===== src/rtl/irq_arb_pkg.sv =====
// Package: shared types for the latched interrupt arbiter.
// Assumes nothing beyond IEEE 1800-2017 packages.
package irq_arb_pkg;

    // Latch state: either free to arbitrate or holding a frozen vector.
    typedef enum logic {
        LATCH_FREE = 1'b0,
        LATCH_HELD = 1'b1
    } latch_state_e;

    // Width of the vector index for a given hardware source count
    // (one extra code for the software request).
    function automatic int idx_width(input int n_src);
        return (n_src < 1) ? 1 : $clog2(n_src + 1);
    endfunction

endpackage


===== src/rtl/irq_request_gate.sv =====
// Module: irq_request_gate
// Applies the global mask to hardware lines, leaves the software request
// untouched, and registers the "something eligible" flag for the core.
// Assumes request lines are synchronous to clk and level-sensitive.
module irq_request_gate #(
    parameter int N_SRC = 8
) (
    input  logic             clk,
    input  logic             rst_n,
    input  logic [N_SRC-1:0] hw_req_i,
    input  logic             swi_req_i,
    input  logic             mask_i,
    output logic [N_SRC-1:0] hw_elig_o,
    output logic             swi_elig_o,
    output logic             any_elig_o,
    output logic             pending_o
);

    logic pending_q;

    // Gate each hardware line with the inverted mask, one lane per source.
    for (genvar g = 0; g < N_SRC; g++) begin : g_lane
        assign hw_elig_o[g] = hw_req_i[g] & ~mask_i;
    end

    // The software request is never blocked by the mask.
    assign swi_elig_o = swi_req_i;

    // Any eligible request at all, combinational view for the latch.
    assign any_elig_o = swi_elig_o | (|hw_elig_o);

    // Register the pending flag so the core sees a clean, edge-aligned level.
    always_ff @(posedge clk) begin
        if (!rst_n) begin
            pending_q <= 1'b0;
        end else begin
            pending_q <= any_elig_o;
        end
    end

    assign pending_o = pending_q;

    // with the mask set, a hardware line alone cannot raise pending.
    assert_mask_blocks_R3: assert property (@(posedge clk) disable iff (!rst_n)
        (mask_i && !swi_req_i) |=> !pending_o);

    // pending follows last edge's eligibility of the raw ports.
    assert_pending_track_R2: assert property (@(posedge clk) disable iff (!rst_n)
        1'b1 |=> (pending_o == ($past(swi_req_i) | ((|$past(hw_req_i)) & ~$past(mask_i)))));

endmodule


===== src/rtl/irq_priority_pick.sv =====
// Module: irq_priority_pick
// Fixed-priority selection: software request first, then the lowest
// numbered hardware line. Produces a one-hot grant and its index.
// Assumes inputs are already gated by the mask.
module irq_priority_pick #(
    parameter int N_SRC = 8,
    parameter int IDX_W = irq_arb_pkg::idx_width(N_SRC)
) (
    input  logic [N_SRC-1:0] hw_elig_i,
    input  logic             swi_elig_i,
    output logic             win_valid_o,
    output logic [IDX_W-1:0] win_idx_o
);

    localparam int N_ALL = N_SRC + 1;   // slot 0 software, slot i+1 line i

    logic [N_ALL-1:0] cand;
    logic [N_ALL-1:0] lower_seen;
    logic [N_ALL-1:0] grant;

    assign cand = {hw_elig_i, swi_elig_i};

    // Prefix chain: lower_seen[k] says a higher-priority slot below k is set.
    assign lower_seen[0] = 1'b0;
    for (genvar k = 1; k < N_ALL; k++) begin : g_prefix
        assign lower_seen[k] = lower_seen[k-1] | cand[k-1];
    end

    // One-hot grant: a slot wins if it asks and nothing ranked above it asks.
    for (genvar k = 0; k < N_ALL; k++) begin : g_grant
        assign grant[k] = cand[k] & ~lower_seen[k];
    end

    // Encode the one-hot grant into the vector index.
    always_comb begin
        win_idx_o = '0;
        for (int k = 0; k < N_ALL; k++) begin
            if (grant[k]) begin
                win_idx_o = IDX_W'(k);
            end
        end
    end

    assign win_valid_o = |cand;

    // the grant is one-hot whenever anything asks, and the winner asks.
    always_comb begin
        if (win_valid_o) begin
            assert_grant_onehot_R5: assert ($countones(grant) == 1);
        end
        if (swi_elig_i) begin
            assert_swi_first_R5: assert (win_idx_o == '0);
        end
    end

endmodule


===== src/rtl/irq_grant_latch.sv =====
// Module: irq_grant_latch
// Freezes one arbitration result on the core's start strobe and holds it
// until the service-complete strobe or a falling edge of the mask.
// Assumes strobes are one-cycle pulses synchronous to clk; a release
// and a start at the same edge resolve to release.
module irq_grant_latch #(
    parameter int IDX_W = 4
) (
    input  logic             clk,
    input  logic             rst_n,
    input  logic             take_i,
    input  logic             done_i,
    input  logic             mask_i,
    input  logic             win_valid_i,
    input  logic [IDX_W-1:0] win_idx_i,
    output logic             held_o,
    output logic [IDX_W-1:0] idx_o
);

    import irq_arb_pkg::*;

    latch_state_e     state_q;
    logic [IDX_W-1:0] idx_q;
    logic             mask_prev_q;
    logic             mask_fell;
    logic             release_now;
    logic             capture_now;

    // Mask went from set to clear across this edge.
    assign mask_fell   = mask_prev_q & ~mask_i;
    // Release has priority over any capture while a vector is held.
    assign release_now = (state_q == LATCH_HELD) & (done_i | mask_fell);
    // Capture only from the free state and only with something eligible.
    assign capture_now = (state_q == LATCH_FREE) & take_i & win_valid_i;

    // Remember last edge's mask so a falling edge can be recognised.
    always_ff @(posedge clk) begin
        if (!rst_n) begin
            mask_prev_q <= 1'b0;
        end else begin
            mask_prev_q <= mask_i;
        end
    end

    // State and frozen index: capture, hold, or release.
    always_ff @(posedge clk) begin
        if (!rst_n) begin
            state_q <= LATCH_FREE;
            idx_q   <= '0;
        end else if (release_now) begin
            state_q <= LATCH_FREE;
            idx_q   <= '0;
        end else if (capture_now) begin
            state_q <= LATCH_HELD;
            idx_q   <= win_idx_i;
        end
    end

    assign held_o = (state_q == LATCH_HELD);
    assign idx_o  = idx_q;

    // a held index stays put until released.
    assert_hold_stable_R6: assert property (@(posedge clk) disable iff (!rst_n)
        (held_o && !done_i && !mask_fell) |=> (held_o && $stable(idx_o)));

    // service-complete frees the latch and clears the index.
    assert_done_release_R7: assert property (@(posedge clk) disable iff (!rst_n)
        (held_o && done_i) |=> (!held_o && idx_o == '0));

    // a falling mask while held frees the latch.
    assert_mask_release_R8: assert property (@(posedge clk) disable iff (!rst_n)
        (held_o && $past(mask_i) && !mask_i) |=> !held_o);

    // a start strobe with nothing eligible does not latch.
    assert_empty_take_R9: assert property (@(posedge clk) disable iff (!rst_n)
        (!held_o && take_i && !win_valid_i) |=> !held_o);

    // a start strobe with something eligible latches.
    assert_take_latch_R4: assert property (@(posedge clk) disable iff (!rst_n)
        (!held_o && take_i && win_valid_i) |=> held_o);

    // reset empties the latch.
    assert_reset_clear_R1: assert property (@(posedge clk)
        !rst_n |=> (!held_o && idx_o == '0));

endmodule


===== src/rtl/irq_latch_arbiter.sv =====
// Module: irq_latch_arbiter (top)
// Collects maskable hardware lines and a software request, reports a
// pending flag, and on the core's start strobe freezes one fixed-priority
// winner as a vector index until service completes or the mask drops.
// Assumes all inputs are synchronous to clk; reset is synchronous, active low.
module irq_latch_arbiter #(
    parameter int N_SRC = 8,
    parameter int IDX_W = irq_arb_pkg::idx_width(N_SRC)
) (
    input  logic             clk,
    input  logic             rst_n,
    input  logic [N_SRC-1:0] irq_req,
    input  logic             swi_req,
    input  logic             mask_i,
    input  logic             take_i,
    input  logic             done_i,
    output logic             irq_pending,
    output logic             vec_valid,
    output logic [IDX_W-1:0] vec_idx
);

    logic [N_SRC-1:0] hw_elig;
    logic             swi_elig;
    logic             any_elig;
    logic             win_valid;
    logic [IDX_W-1:0] win_idx;

    irq_request_gate #(.N_SRC(N_SRC)) u_gate (
        .clk        (clk),
        .rst_n      (rst_n),
        .hw_req_i   (irq_req),
        .swi_req_i  (swi_req),
        .mask_i     (mask_i),
        .hw_elig_o  (hw_elig),
        .swi_elig_o (swi_elig),
        .any_elig_o (any_elig),
        .pending_o  (irq_pending)
    );

    irq_priority_pick #(.N_SRC(N_SRC), .IDX_W(IDX_W)) u_pick (
        .hw_elig_i   (hw_elig),
        .swi_elig_i  (swi_elig),
        .win_valid_o (win_valid),
        .win_idx_o   (win_idx)
    );

    irq_grant_latch #(.IDX_W(IDX_W)) u_latch (
        .clk         (clk),
        .rst_n       (rst_n),
        .take_i      (take_i),
        .done_i      (done_i),
        .mask_i      (mask_i),
        .win_valid_i (win_valid),
        .win_idx_i   (win_idx),
        .held_o      (vec_valid),
        .idx_o       (vec_idx)
    );

    // arbiter and gate agree on whether anything is eligible.
    always_comb begin
        assert_gate_pick_agree_R4: assert (win_valid == any_elig);
    end

    // under a set mask with no software request nothing new is latched.
    assert_mask_no_latch_R3: assert property (@(posedge clk) disable iff (!rst_n)
        (!vec_valid && mask_i && !swi_req) |=> !vec_valid);

endmodule


===== config.mk =====
export PLATFORM = sky130hd
export DESIGN_NAME = irq_latch_arbiter
export DESIGN_NICKNAME = d
export VERILOG_FILES = /design/src/rtl/irq_arb_pkg.sv /design/src/rtl/irq_request_gate.sv /design/src/rtl/irq_priority_pick.sv /design/src/rtl/irq_grant_latch.sv /design/src/rtl/irq_latch_arbiter.sv
export SDC_FILE = /design/constraint.sdc
export NUM_CORES = 1
export LEC_CHECK = 0
export ABC_AREA = 0
export BUFFER_PORTS_ARGS = -buffer_cell sky130_fd_sc_hd__buf_2
export CAP_MARGIN = 15
export CORE_AREA = 2 2 39 41
export CTS_CLUSTER_SIZE = 8
export DETAILED_ROUTE_END_ITERATION = 10
export DIE_AREA = 0 0 41 43
export PLACE_DENSITY_LB_ADDON = 0.05
export SLEW_MARGIN = 20
export SYNTH_ARGS = -nofsm -noshare
export SYNTH_HDL_FRONTEND = slang
export SYNTH_HIERARCHICAL = 1
export SYNTH_SLANG_ARGS = --single-unit
export TNS_END_PERCENT = 10

===== constraint.sdc =====
create_clock -name clk -period 2.8 [get_ports clk]
set_clock_uncertainty 0.15 [all_clocks]
set_input_delay 0.28 -clock clk [delete_from_list [all_inputs] [get_ports clk]]
set_output_delay 0.28 -clock clk [all_outputs]
set_load 0.03 [all_outputs]

-- Word-level counts from Yosys, hierarchy flattened
Cells that the tools add are included.
- register bits: 7
- bitwise logic cells: 40
- multiplexer cells: 8
- reductions and logical operators: 3
- operators with widths (cell ; number):
    4-bit two-way mux ; 7
    1-bit bitwise AND ; 20
    1-bit NOT ; 11
    1-bit bitwise OR ; 9
    9-bit OR reduction ; 1
    8-bit OR reduction ; 1
    2-bit OR reduction ; 1
    1-bit two-way mux ; 1

-- Depth between registers and ports, before layout
- word-level depth: 12
- depth in mapped cells: 6
- depth with buffers taken out: 6

-- Modules after synthesis
Netlist, hierarchy kept.
- modules (own cells, without submodules) (module ; area an instance (µm²) ; times used ; cells an instance):
    irq_grant_latch ; 242.7 ; 1 ; 20
    irq_request_gate ; 118.9 ; 1 ; 17
    irq_priority_pick ; 98.8 ; 1 ; 15

-- Worst setup path before layout
No wires, ideal clock.
- path kind: input to register
- from: input irq_req[3]
- to: register u_latch.idx_q[0] (netlist: u_latch/idx_o[0])
- library setup time: 0.120 ns
- arrival time: 1.277 ns
- data required time: 2.530 ns
- cell stages on the path: 6
- slack: 1.253 ns
- buffers on the path: 0
- cell sequence: nor2b_1 nor4_2 nand3b_1 nand3b_4 mux2i_1 nor3b_1
- elaborated cells between the ends (all ways): 21
- RTL lines (what ; RTL line ; RTL):
    start, declared ; irq_latch_arbiter.sv:12 ; input logic [N_SRC-1:0] irq_req,
    1-bit bitwise AND ; irq_request_gate.sv:23 ; assign hw_elig_o[g] = hw_req_i[g] & ~mask_i;
    9-bit OR reduction ; irq_priority_pick.sv:44 ; assign win_valid_o = |cand;
    via win_valid ; irq_latch_arbiter.sv:25 ; logic win_valid;
    1-bit bitwise AND ; irq_grant_latch.sv:34 ; assign capture_now = (state_q == LATCH_FREE) & take_i & win_valid_i;
    end signal, assigned ; irq_grant_latch.sv:55 ; idx_q <= win_idx_i;
    end, declared ; irq_grant_latch.sv:23 ; logic [IDX_W-1:0] idx_q;
The timed path passes the listed nets, and every way through them passes these cells.
A chain may end at the register's enable or synchronous reset.

-- Worst setup path in the final report
- from: input mask_i
- to: register u_latch.idx_q[0] (netlist: u_latch/idx_o[0])
- elaborated cells between the ends (all ways): 45
- RTL lines (what ; RTL line ; RTL):
    start, declared ; irq_latch_arbiter.sv:14 ; input logic mask_i,
    1-bit NOT ; irq_request_gate.sv:23 ;
    1-bit bitwise AND ; irq_request_gate.sv:23 ;
    via hw_elig[3] ; irq_latch_arbiter.sv:22 ; logic [N_SRC-1:0] hw_elig;
    9-bit OR reduction ; irq_priority_pick.sv:44 ;
    via win_valid ; irq_latch_arbiter.sv:25 ;
    1-bit bitwise AND ; irq_grant_latch.sv:34 ;
The timed path passes the listed nets, and every way through them passes these cells.

==> metrics <==
status finished, final reports clean; first-pass detailed-route iteration total 2; final worst path period share between 50% and 60%; MaxCap Viol Count 0; Peak VDD IR approximately 0.14 mV; Mapped Cells between 50 and 60; Max Freq roughly 640 MHz; final setup violation count 0; Hold Crit Start swi_req; post-CTS setup buffers 0; IO Count 20; HP Class in -> reg; worst-path maximum fanout 11; crit path buf inv count 1; nets 88; Finished Core Util about 42%; crit-path max cell delay roughly 0.37 ns; DRC viols 0; vias in the first global route ~400; die area 1760 um^2; CTS buffer count 3; Comb power frac 24.1%; CP Launch Type input pin; fin. max-slew vios 0; total gr overflow 0; H-tree depth 1; Leak Pwr ~0.26 nW; Hold EP u_gate/pending_o$_SDFF_PN0_; Cell Area, Synth about 450 um^2; Via density between 4 and 5; worst slew pin tran ~0.34 ns; Longest Clk Path Bufs 2; synth warn 6; delay-heaviest family, CP simple AND/OR/NAND/NOR gates; CP arrival approximately 1.6 ns; drt total wl 969 um; syn avg cell area 8.88 um^2; Clock Root Buffer clkbuf_4; Crit. End Element flop; CTS Sinks 7; Power, Total approximately 0.26 mW; Wirelength per Cell between 10 and 15 um; clock share of power ~34%; Worst R2R End u_latch/idx_o[0]$_SDFFE_PP0P_; crit path cell chain buf_2 -> nor2b_1 -> nor4_2 -> nand3b_1 -> nand3b_4 -> mux2i_1 -> nor3b_1; TNS Setup 0 ns; clk_lat worst skew roughly 0.24 ns; relative slew slack 77.0%; fillers about 150; initial antenna violation count 0; CTS Hold Buffers Added 0; Clock transition at path regs around 0.050 ns; synthesis-to-finish area growth 29.6%; Worst Slack Setup Final ~1.2 ns; unrepaired setup endpoints after global routing no; post-DP HPWL ~800 um; r2r worst-path depth 3; R2R Setup Slk between 1.5 and 2 ns; final antenna-violating net count 0; Cell Pwr Density approximately 440 nW/um^2; die width 41 um; Die H around 43 um; CP Depth 7; Post-Synthesis Net Count 65; crit path kind in -> reg; initial drt markers 3; area of the multi-input gates 298 um^2; Total GRT Usage between 10% and 20%; CTS resizes 0; Initial Util 32.7%; required time of the critical path roughly 2.8 ns; CTS tree built; Antenna diodes 0; Switching Share roughly 28%; hold depth 3; FF+latch area around 140 um^2; post-layout minimum cycle time roughly 1.6 ns; register share of total power between 40% and 50%; largest net degree at the start of global routing 12; critical path's slowest cell nor4_2; Int Pwr between 0.15 and 0.2 mW; first-pass GRT wire length around 1600 um; port bufs 19; Switch Pwr 0.0719 mW; RePlAce Congestion between 0.6 and 0.7; RR Startpoint u_latch/held_o$_SDFFE_PP0P_; layout cell share with drive strength beyond 1 34.2%; core area about 1400 um^2; via count around 430; final-report hold violation count 0; num rows 14; dpl ws between 0.9 and 1 ns
==> area by class of cell <==
type                            instances  area share, %
Timing Repair Buffer                   19           16.2
Inverter                                2           1.28
Multi-Input combinational cell         41           50.7
Sequential cell                         7           23.9
Tap cell                               16           3.41
Clock buffer                            4           4.48
==> per-stage QoR <==
step                cells  cell area, um^2  hold slack (ns)
floorplan              51              453            0.245
global placement       85              561            0.378
detailed placement     85              561            0.381
CTS                    89              587            0.160
global route           89              587            0.167
finish                 89              587            0.172
==> sequential cells by signal, summed over array words and instances (netlist names) <==
name and count:
u_latch/idx_o 4, u_gate/pending_o 1, u_latch/held_o 1, u_latch/mask_prev_q 1
==> worst reg2reg max path: stages, from the launching register on <==
cell	delay, ns
dfxtp_1	0.38
nand3b_4	0.19
mux2i_1	0.20
nor3b_1	0.06
==> power by group through the flow <==
stage | logic [mW] | clock network [mW] | registers, mW
6_report | 0.0624 | 0.0889 | 0.107
2_1_floorplan | 0.0331 | 0 | 0.118
3_3_place_gp | 0.0629 | 0 | 0.109
3_5_place_dp | 0.0629 | 0 | 0.110
5_1_grt | 0.0691 | 0.103 | 0.108
4_1_cts | 0.0632 | 0.0951 | 0.107
==> worst max-delay path by stage <==
stage                from                             to
2_1_floorplan  irq_req[3]  u_latch/idx_o[0]$_SDFFE_PP0P_
3_3_place_gp       mask_i  u_latch/idx_o[3]$_SDFFE_PP0P_
3_5_place_dp       mask_i  u_latch/idx_o[3]$_SDFFE_PP0P_
4_1_cts            mask_i  u_latch/idx_o[1]$_SDFFE_PP0P_
5_1_grt            mask_i  u_latch/idx_o[0]$_SDFFE_PP0P_
6_report           mask_i  u_latch/idx_o[0]$_SDFFE_PP0P_
==> cells in the final DEF, fill, tap and decap left out, drive strengths merged, types with 2 or more instances in the layout <==
cell and n:
o21ai 2, a21oi 3, dfxtp 7, mux2i 4, nor4 2, buf 19, or4 2, nor2b 10
clkbuf 4, nor2 3, nor3b 6, nand3b 2, inv 2
==> layer usage <==
| layer | vias to the layer above | share of wire (%) | GRT usage, % |
|---|---|---|---|
| met3 | 0 | 4.5 | 0 |
| li1 | 230 | - | - |
| met4 | 0 | 0 | 10.0 |
| met5 | - | 0 | 0 |
| met1 | 184 | 47 | 17.7 |
| met2 | 14 | 48 | 20.3 |
Power figures use the tool's default switching activity.
